## config.mk

```make
export PLATFORM = sky130hd
export DESIGN_NAME = link_rate_negotiator
export DESIGN_NICKNAME = d
export VERILOG_FILES = /design/src/rtl/lrn_pkg.sv /design/src/rtl/lrn_trial_timer.sv /design/src/rtl/lrn_sweep_ctr.sv /design/src/rtl/lrn_loss_mon.sv /design/src/rtl/link_rate_negotiator.sv
export SDC_FILE = /design/constraint.sdc
export NUM_CORES = 1
export LEC_CHECK = 0
export ABC_CLOCK_PERIOD_IN_PS = 1760
export BUFFER_PORTS_ARGS = -buffer_cell sky130_fd_sc_hd__buf_2
export CAP_MARGIN = 20
export CORE_MARGIN = 1.5
export CORE_UTILIZATION = 56
export DETAILED_ROUTE_END_ITERATION = 8
export GPL_TIMING_DRIVEN = 0
export PLACE_DENSITY = 0.76
export SLEW_MARGIN = 5
export SYNTH_ARGS = -nofsm -noshare
export SYNTH_HDL_FRONTEND = slang
export SYNTH_SLANG_ARGS = --single-unit
```

## constraint.sdc

```tcl
create_clock -name clk -period 1.76 [get_ports clk]
set_clock_uncertainty 0.05 [all_clocks]
set_input_delay 0.176 -clock clk [delete_from_list [all_inputs] [get_ports clk]]
set_output_delay 0.176 -clock clk [all_outputs]
set_load 0.02 [all_outputs]
```

## src/rtl/lrn_pkg.sv

```systemverilog
package lrn_pkg;

  typedef enum logic [1:0] {
    ST_IDLE = 2'd0,
    ST_HUNT = 2'd1,
    ST_LOCK = 2'd2
  } lrn_state_e;

  localparam logic RATE_LO = 1'b0;
  localparam logic RATE_HI = 1'b1;

  // Fastest rate the node can transmit at.
  function automatic logic top_rate(input logic lo, input logic hi);
    return (hi || !lo) ? RATE_HI : RATE_LO;
  endfunction

  // First receive rate of a sweep: low if supported.
  function automatic logic first_rate(input logic lo, input logic hi);
    return (lo || !hi) ? RATE_LO : RATE_HI;
  endfunction

  // True when the given receive rate is the last one of a sweep.
  function automatic logic is_last(input logic rate, input logic hi);
    return (rate == RATE_HI) || !hi;
  endfunction

endpackage

```

## src/rtl/lrn_trial_timer.sv

```systemverilog
module lrn_trial_timer #(
  parameter int DWELL   = 64,
  parameter int PERSIST = 8
) (
  input  logic clk,
  input  logic rst_n,
  input  logic run,
  input  logic clear,
  input  logic rx_valid,
  output logic accept,
  output logic expire
);
  localparam int TW = (DWELL > 1) ? $clog2(DWELL) : 1;
  localparam int PW = (PERSIST > 1) ? $clog2(PERSIST) : 1;
  localparam logic [TW-1:0] T_LAST = TW'(DWELL - 1);
  localparam logic [PW-1:0] P_LAST = PW'(PERSIST - 1);

  logic [TW-1:0] trial_cnt;
  logic [PW-1:0] good_cnt;

  assign accept = run && rx_valid && (good_cnt == P_LAST);
  assign expire = run && !accept && (trial_cnt == T_LAST);

  always_ff @(posedge clk) begin
    if (!rst_n) begin
      trial_cnt <= '0;
      good_cnt  <= '0;
    end else if (clear || !run || accept || expire) begin
      trial_cnt <= '0;
      good_cnt  <= '0;
    end else begin
      trial_cnt <= trial_cnt + 1'b1;
      good_cnt  <= rx_valid ? good_cnt + 1'b1 : '0;
    end
  end

  p_trial_bound_r2: assert property (@(posedge clk) disable iff (!rst_n)
    run |-> (trial_cnt <= T_LAST))
    else $error("trial counter beyond dwell");

  p_persist_bound_r4: assert property (@(posedge clk) disable iff (!rst_n)
    good_cnt <= P_LAST)
    else $error("persistence counter beyond limit");

  generate
    if (PERSIST > 1) begin : g_burst
      p_accept_burst_r4: assert property (@(posedge clk) disable iff (!rst_n)
        accept |-> $past(rx_valid))
        else $error("acceptance without a preceding valid cycle");
    end
  endgenerate

endmodule

```

## src/rtl/lrn_sweep_ctr.sv

```systemverilog
module lrn_sweep_ctr #(
  parameter int MAX_SWEEPS = 4
) (
  input  logic clk,
  input  logic rst_n,
  input  logic clear,
  input  logic sweep_end,
  output logic give_up
);
  localparam int SW = (MAX_SWEEPS > 1) ? $clog2(MAX_SWEEPS) : 1;
  localparam logic [SW-1:0] S_LAST = SW'(MAX_SWEEPS - 1);

  logic [SW-1:0] sweep_cnt;

  assign give_up = sweep_end && (sweep_cnt == S_LAST);

  always_ff @(posedge clk) begin
    if (!rst_n)          sweep_cnt <= '0;
    else if (clear)      sweep_cnt <= '0;
    else if (give_up)    sweep_cnt <= '0;
    else if (sweep_end)  sweep_cnt <= sweep_cnt + 1'b1;
  end

  p_sweep_bound_r5: assert property (@(posedge clk) disable iff (!rst_n)
    sweep_cnt <= S_LAST)
    else $error("sweep counter beyond limit");

endmodule

```

## src/rtl/lrn_loss_mon.sv

```systemverilog
module lrn_loss_mon #(
  parameter int DWELL = 64
) (
  input  logic clk,
  input  logic rst_n,
  input  logic armed,
  input  logic rx_valid,
  output logic lost
);
  localparam int LW = (DWELL > 1) ? $clog2(DWELL) : 1;
  localparam logic [LW-1:0] L_LAST = LW'(DWELL - 1);

  logic [LW-1:0] gap_cnt;

  assign lost = armed && !rx_valid && (gap_cnt == L_LAST);

  always_ff @(posedge clk) begin
    if (!rst_n)                           gap_cnt <= '0;
    else if (!armed || rx_valid || lost)  gap_cnt <= '0;
    else                                  gap_cnt <= gap_cnt + 1'b1;
  end

  p_gap_bound_r6: assert property (@(posedge clk) disable iff (!rst_n)
    gap_cnt <= L_LAST)
    else $error("gap counter beyond dwell");

  generate
    if (DWELL > 1) begin : g_gap
      p_lost_after_gap_r6: assert property (@(posedge clk) disable iff (!rst_n)
        lost |-> !$past(rx_valid))
        else $error("loss declared after a valid cycle");
    end
  endgenerate

endmodule

```

## src/rtl/link_rate_negotiator.sv

```systemverilog
module link_rate_negotiator #(
  parameter int DWELL      = 64,
  parameter int PERSIST    = 8,
  parameter int MAX_SWEEPS = 4
) (
  input  logic clk,
  input  logic rst_n,
  input  logic start,
  input  logic cap_lo,
  input  logic cap_hi,
  input  logic rx_valid,
  output logic tx_rate,
  output logic rx_rate,
  output logic locked,
  output logic failed
);
  import lrn_pkg::*;

  lrn_state_e st;
  logic cap_lo_q, cap_hi_q;
  logic tx_q, rx_q, failed_q;

  // Named internal events
  logic hunting, accept, expire, last_rate, sweep_end, give_up, lost, any_cap;

  assign hunting   = (st == ST_HUNT);
  assign any_cap   = cap_lo | cap_hi;
  assign last_rate = is_last(rx_q, cap_hi_q);
  assign sweep_end = expire && last_rate;

  lrn_trial_timer #(.DWELL(DWELL), .PERSIST(PERSIST)) u_trial (
    .clk      (clk),
    .rst_n    (rst_n),
    .run      (hunting),
    .clear    (start),
    .rx_valid (rx_valid),
    .accept   (accept),
    .expire   (expire)
  );

  lrn_sweep_ctr #(.MAX_SWEEPS(MAX_SWEEPS)) u_sweep (
    .clk       (clk),
    .rst_n     (rst_n),
    .clear     (start || !hunting),
    .sweep_end (sweep_end),
    .give_up   (give_up)
  );

  lrn_loss_mon #(.DWELL(DWELL)) u_loss (
    .clk      (clk),
    .rst_n    (rst_n),
    .armed    (st == ST_LOCK),
    .rx_valid (rx_valid),
    .lost     (lost)
  );

  always_ff @(posedge clk) begin
    if (!rst_n) begin
      st       <= ST_IDLE;
      cap_lo_q <= 1'b0;
      cap_hi_q <= 1'b0;
      tx_q     <= RATE_LO;
      rx_q     <= RATE_LO;
      failed_q <= 1'b0;
    end else if (start) begin
      cap_lo_q <= cap_lo;
      cap_hi_q <= cap_hi;
      failed_q <= 1'b0;
      if (any_cap) begin
        st   <= ST_HUNT;
        tx_q <= top_rate(cap_lo, cap_hi);
        rx_q <= first_rate(cap_lo, cap_hi);
      end else begin
        st   <= ST_IDLE;
        tx_q <= RATE_LO;
        rx_q <= RATE_LO;
      end
    end else begin
      unique case (st)
        ST_HUNT: begin
          if (accept) begin
            st       <= ST_LOCK;
            tx_q     <= rx_q;
            failed_q <= 1'b0;
          end else if (expire) begin
            if (last_rate) begin
              rx_q <= first_rate(cap_lo_q, cap_hi_q);
              if (give_up) failed_q <= 1'b1;
            end else begin
              rx_q <= RATE_HI;
            end
          end
        end
        ST_LOCK: begin
          if (lost) begin
            st   <= ST_HUNT;
            tx_q <= top_rate(cap_lo_q, cap_hi_q);
            rx_q <= first_rate(cap_lo_q, cap_hi_q);
          end
        end
        default: ;
      endcase
    end
  end

  assign tx_rate = tx_q;
  assign rx_rate = rx_q;
  assign locked  = (st == ST_LOCK);
  assign failed  = failed_q;

  p_start_top_r1: assert property (@(posedge clk) disable iff (!rst_n)
    ($past(start) && $past(any_cap)) |->
      (tx_rate == top_rate($past(cap_lo), $past(cap_hi)) && !locked && !failed))
    else $error("start did not pick the fastest transmit rate");

  p_lock_copies_r4: assert property (@(posedge clk) disable iff (!rst_n)
    $rose(locked) |-> (tx_rate == $past(rx_rate)))
    else $error("lock did not copy receive rate to transmit");

  p_skip_low_r3: assert property (@(posedge clk) disable iff (!rst_n)
    (st != ST_IDLE && !cap_lo_q) |-> (rx_rate == RATE_HI && tx_rate == RATE_HI))
    else $error("unsupported low rate selected");

  p_skip_high_r3: assert property (@(posedge clk) disable iff (!rst_n)
    (st != ST_IDLE && !cap_hi_q) |-> (rx_rate == RATE_LO && tx_rate == RATE_LO))
    else $error("unsupported high rate selected");

  p_fail_cause_r5: assert property (@(posedge clk) disable iff (!rst_n)
    $rose(failed) |-> $past(give_up))
    else $error("failed rose without sweep limit");

  p_drop_cause_r6: assert property (@(posedge clk) disable iff (!rst_n)
    $fell(locked) |-> ($past(lost) || $past(start)))
    else $error("lock dropped without loss timeout or start");

endmodule

```

==> results of run 1 <==
==> worst min path at each step <==
| stage | end | slack [ps] | start |
|---|---|---|---|
| 2_1_floorplan | rx_rate | 250 | rst_n |
| 3_3_place_gp | u_trial.good_cnt[0] | 370 | u_trial.good_cnt[0] |
| 3_5_place_dp | u_trial.good_cnt[0] | 370 | u_trial.good_cnt[0] |
| 4_1_cts | rx_rate | 60 | rst_n |
| 5_1_grt | rx_rate | 60 | rst_n |
| 6_report | rx_rate | 70 | rst_n |
==> per-stage QoR <==
stage	instance area [µm²]	hold slack (ps)	utilization, %	power (W)	instances
after floorplan	1070	249	-	0.000617	118
after global placement	1140	373	64.8	0.000639	152
after detailed placement	1140	369	64.8	0.000641	152
after CTS	1180	59.0	66.9	0.000925	156
after global routing	1220	59.1	69.0	0.000957	156
final	1220	66.2	69.0	0.000926	156
==> registers in the layout, summed over array words and instances (netlist names) <==
signal,flops
cap_lo_q,1
rx_rate,1
u_loss.gap_cnt,6
st,2
failed,1
u_trial.good_cnt,3
cap_hi_q,1
u_sweep.sweep_cnt,2
u_trial.trial_cnt,6
tx_rate,1
==> power by group through the flow <==
| stage | Clock, W | Combinational (W) | Sequential, W |
|---|---|---|---|
| finish | 0.000293 | 0.0000680 | 0.000565 |
| floorplan | 0 | 0.0000395 | 0.000577 |
| global route | 0.000315 | 0.0000755 | 0.000567 |
| global placement | 0 | 0.0000633 | 0.000575 |
| detailed placement | 0 | 0.0000648 | 0.000576 |
| CTS | 0.000296 | 0.0000657 | 0.000564 |
==> synth_stat cells, types with 2 or more instances <==
library cell,n,area [µm²]
a21o_1,2,15.0
a21oi_1,6,30.0
a31oi_1,4,25.0
and3_1,3,18.8
and4_1,2,17.5
dfxtp_1,24,480
ha_1,5,62.6
inv_1,5,18.8
nand2_1,8,30.0
nand2b_1,4,25.0
nand3_1,4,20.0
nor2_1,17,63.8
nor2b_1,3,18.8
o21ai_0,4,20.0
o41ai_1,2,17.5
xnor2_1,4,35.0
xor2_1,4,35.0
==> layout make-up <==
type	count	area share, %
repair buffers	9	3.70
inverters	5	1.54
flip-flops and latches	24	39.8
clock buffers	4	2.98
well taps	25	2.57
plain buffers	2	0.719
multi-input cells	87	48.7
==> layer usage <==
layer,GRT usage (%),vias to the layer above
met2,32.5,19
met1,26.1,409
met5,0,-
met3,3.53,5
li1,-,446
met4,11.7,0
==> cell families after synthesis <==
kind of cell / count (synthesis)
flops: 24
xor+xnor: 8
simple gates: 52
compound gates: 21
fa+ha+maj: 5
buf+inv: 7
mux: 1
==> worst min-delay path, cell delays in order <==
cell and delay, ps:
buf_2 130, o41ai_1 60, a21oi_1 40
==> flow_summary_export.csv, run 1 <==
group,metric,value,unit
outcome,status,"completed",
place,place_congestion,0.761,
yosys,synthAdderAreaFrac,5.86,%
global_routing,grt_max_degree,14,
setup_path,slowest_delay,480,ps
yosys,synthArstFlopShare,0,%
place,pre_cts_ws,75.0,ps
power_and_ir_drop,power.share.combinational,7.3,%
finish,fillerInstances,160,
finish,final_layout_size_suffix_gt1_share,17.6,%
yosys,synth_top_family_by_area,"simple AND/OR/NAND/NOR gates",
yosys,syn_inst,118,
detailed_routing,route.met2.wl,918,µm
timing,slew_headroom,71.8,%
clock_tree,htree_levels,1,
global_routing,grt_pass1_vias,741,
finish,ff_latch_area,484,µm²
run,maxCapViolations,0,
detailed_routing,via_count,879,
yosys,syn-mean-instance-area,9.04,µm²
clock_tree,clock_latency,320,ps
finish,mostFrequentLayoutCells,"21 x dfxtp_1, 17 x nor2_1, 10 x buf_2",
place,io_buffers,9,
timing,fin_setup_tns,0,ps
detailed_routing,drt_iter0_drc,20,
setup_path,r2r-end,"u_sweep.sweep_cnt[0]",
yosys,synth_seq_area_share,45.0,%
setup_path,path_class,"reg2reg",
timing,setup_viol_count_final,0,
setup_path,cp-endpoint,"u_sweep.sweep_cnt[0]",
power_and_ir_drop,p_leak,0.477,nW
setup_path,startpoint_type,"flip-flop",
setup_path,path_max_fanout,4,
setup_path,path_depth,6,
die,io_pins,10,
yosys,synth.net_count,129,
clock_tree,cts_setup_buffers,0,
setup_path,reg2reg_slack,100,ps
setup_path,cp_slowest_cell,"or4_1",
timing,period_needed,1660,ps
finish,multi_input_comb_area,593,µm²
timing,fin_ws,103,ps
global_routing,grt_pass1_wl,3100,µm
setup_path,cp-end-kind,"flip-flop",
yosys,synthFlopType,"dfxtp_1",
detailed_routing,via_per_inst,5.63,
detailed_routing,wl_met3,49,µm
detailed_routing,ant_nets,0,
timing,period_share,94.1,%
power_and_ir_drop,power_density,761,nW/µm²
detailed_routing,dr.pass1.iters,4,
setup_path,critPathTopFamily,"simple AND/OR/NAND/NOR gates",
timing,rsz0062_at_grt,"no",
setup_path,critPathBufInv,0,
detailed_routing,highest_layer,"met4",
clock_tree,ctsRootBufferMaster,"clkbuf_4",
clock_tree,cts_resized,0,
global_routing,grt_usage,20.5,%
clock_tree,cts.path.max_buffers,2,
power_and_ir_drop,seqPwrFrac,61.0,%
finish,antenna_cells,0,
clock_tree,clock-sinks,24,
setup_path,startpoint,"u_trial.good_cnt[0]",
global_routing,grt_overflow,0,
finish,nNetsFinal,143,
power_and_ir_drop,irDropWorstVdd,0.000651,V
power_and_ir_drop,swShare,23.6,%
yosys,synth_xor_xnor_area_share,6.57,%
clock_tree,tritoncts,"built",
hold_path,hold_path_class,"in2reg",
die,rows,15,
yosys,synth_edf_count,0,
setup_path,r2r-start,"u_trial.good_cnt[0]",
yosys,netlist_area,1070,µm²
detailed_routing,met1Wirelength,958,µm
yosys,ys_seq_elements,24,
finish,syn_to_final_growth,14.1,%
die,core,1760,µm²
global_routing,antenna_found_initial,0,
die,die-width,46.7,µm
yosys,muxShareOfSynthArea,0.938,%
place,post-dp-hpwl,1390,µm
power_and_ir_drop,clkPwrFrac,31.7,%
finish,final_common_cell,"dfxtp_1",
setup_path,crit_chain,"ha_1 > ha_2 > nand2_2 > nand4_4 > or4_1 > a21oi_1",
timing,worst_slew_pin_slew,423,ps
clock_tree,cts-buffers-inserted,3,
detailed_routing,route.final.wire_length,1970,µm
die,initial_utilization,60.5,%
clock_tree,cts.reportedPaths.clkPinSlew,130,ps
setup_path,critPathRequiredTime,1970,ps
detailed_routing,drc,0,
clock_tree,hold_buffers,0,
yosys,synth-simple-area-share,26.8,%
die,die_y,46.7,µm
setup_path,arrival,1860,ps
setup_path,reg2regPathDepth,6,
detailed_routing,wl_per_cell,12.6,µm
die,die-area,2180,µm²
yosys,synth_compound_area_share,12.2,%
timing,drv_slew,0,
yosys,ys_warn_count,0,
hold_path,hold_depth,3,
timing,hold_viol_final,0,
timing,max_freq,604,MHz
power_and_ir_drop,p_int,0.000708,W
yosys,ys_types,34,
power_and_ir_drop,p_sw,0.000218,W
(Power assumes the default switching activity.)
==> inputs of run 2 (changes only) <==
--- a/config.mk
+++ b/config.mk
@@ -9,10 +9,11 @@
 export BUFFER_PORTS_ARGS = -buffer_cell sky130_fd_sc_hd__buf_2
 export CAP_MARGIN = 20
 export CORE_MARGIN = 1.5
-export CORE_UTILIZATION = 56
+export CORE_UTILIZATION = 52
 export DETAILED_ROUTE_END_ITERATION = 8
 export GPL_TIMING_DRIVEN = 0
-export PLACE_DENSITY = 0.76
+export PLACE_DENSITY = 0.71
+export RECOVER_POWER = 25
 export SLEW_MARGIN = 5
 export SYNTH_ARGS = -nofsm -noshare
 export SYNTH_HDL_FRONTEND = slang
==> flow_summary_export.csv, run 2 (synthesis results as in run 1) <==
group,metric,value,unit
outcome,status,"completed",
setup_path,critPathRequiredTime,1950,ps
detailed_routing,route.final.wire_length,1810,µm
place,io_buffers,9,
detailed_routing,wl_per_cell,11.5,µm
power_and_ir_drop,power_density,716,nW/µm²
detailed_routing,via_count,845,
finish,nNetsFinal,143,
place,post-dp-hpwl,1410,µm
finish,syn_to_final_growth,12.4,%
run,maxCapViolations,0,
finish,final_layout_size_suffix_gt1_share,13.8,%
clock_tree,cts-buffers-inserted,3,
place,place_congestion,0.848,
finish,fin_area,1200,µm²
timing,worst_slew_pin_slew,398,ps
timing,rsz0062_at_grt,"no",
global_routing,antenna_found_initial,0,
global_routing,grt_pass1_vias,762,
timing,period_needed,1700,ps
power_and_ir_drop,power,0.000860,W
die,io_pins,10,
power_and_ir_drop,power.share.combinational,7.6,%
timing,drv_slew,0,
place,pre_cts_ws,27.0,ps
clock_tree,cts.path.max_buffers,2,
power_and_ir_drop,p_int,0.000659,W
clock_tree,cts_setup_buffers,0,
setup_path,path_class,"reg2reg",
die,die-area,2330,µm²
finish,antenna_cells,0,
setup_path,startpoint_type,"flip-flop",
clock_tree,tritoncts,"built",
place,placed_area,1150,µm²
setup_path,arrival,1890,ps
power_and_ir_drop,seqPwrFrac,65.7,%
die,rows,16,
timing,max_freq,589,MHz
power_and_ir_drop,swShare,23.3,%
clock_tree,clock-sinks,24,
clock_tree,clock_latency,300,ps
clock_tree,cts_resized,0,
power_and_ir_drop,irDropWorstVdd,0.000510,V
detailed_routing,ant_nets,0,
die,die_y,48.3,µm
global_routing,grt_pass1_wl,3150,µm
timing,fin_setup_tns,0,ps
finish,top_regs,"u_loss.gap_cnt x6, u_trial.trial_cnt x6, u_trial.good_cnt x3",
clock_tree,hold_buffers,0,
setup_path,path_max_fanout,4,
power_and_ir_drop,p_leak,0.467,nW
finish,final_common_cell,"dfxtp_1",
detailed_routing,drc,0,
global_routing,grt_max_degree,13,
power_and_ir_drop,clkPwrFrac,26.7,%
detailed_routing,drt_iter0_drc,12,
timing,period_share,96.5,%
timing,setup_viol_count_final,0,
global_routing,grt_usage,16.6,%
clock_tree,cts.reportedPaths.clkPinSlew,120,ps
timing,hold_viol_final,0,
hold_path,hold_path_class,"in2reg",
die,initial_utilization,55.0,%
clock_tree,ctsRootBufferMaster,"clkbuf_4",
setup_path,cp-end-kind,"flip-flop",
finish,mostFrequentLayoutCells,"21 x dfxtp_1, 17 x nor2_1, 7 x buf_2, 7 x nand2_1, 6 x a21oi_1",
timing,slew_headroom,73.4,%
detailed_routing,dr.pass1.iters,4,
die,core,1940,µm²
detailed_routing,via_per_inst,5.38,
global_routing,grt_overflow,0,
clock_tree,htree_levels,1,
die,die-width,48.3,µm
timing,fin_ws,61.9,ps
power_and_ir_drop,p_sw,0.000200,W
-- run 2: power by group through the flow --
stage	registers, W	logic, W	clock network, W
2_1_floorplan	0.000577	0.0000395	0
3_3_place_gp	0.000575	0.0000637	0
3_5_place_dp	0.000576	0.0000645	0
4_1_cts	0.000564	0.0000649	0.000238
5_1_grt	0.000567	0.0000737	0.000256
6_report	0.000565	0.0000656	0.000229
-- run 2: per-layer routing --
metal	share of wire, %	vias to the layer above	global-route usage (%)
met5	0	-	0
met4	0.94	0	5.71
met3	2.2	2	2.78
met2	46	8	28.0
met1	51	390	21.6
li1	-	445	-
-- run 2: worst max-delay path, cell delays in order, from the launching register on --
cell and delay (ps):
dfxtp_2 350, ha_1 190, ha_2 190, nand2_4 70, nand4_4 100, or4_1 520
a21oi_1 160
-- run 2: final cells by class --
type | instances | area, µm²
fill | 175 | 742
multi-input combinational | 87 | 591
sequential | 24 | 484
timing repair buffer | 9 | 41.3
tap | 27 | 33.8
clock buffer | 3 | 22.5
inverter | 5 | 18.8
buffer | 2 | 8.76
-- run 2: per-stage QoR --
step           util [%]  hold slack, ps  instances
6_report           61.8            78.6        157
5_1_grt            61.8            71.2        157
4_1_cts            60.2            70.7        157
3_5_place_dp       59.0             391        154
3_3_place_gp       59.0             373        154
2_1_floorplan         -             249        118
-- run 2: path summary, 6_finish.rpt --
check / end / cells past startpoint / slack, ps / start
worst max-delay path: u_sweep.sweep_cnt[0] / 6 / 60 / u_trial.good_cnt[0]
worst min-delay path: tx_rate / 3 / 80 / rst_n
worst min register to register: u_trial.good_cnt[0] / 1 / 390 / u_trial.good_cnt[0]
worst max register to register: u_sweep.sweep_cnt[0] / 6 / 60 / u_trial.good_cnt[0]
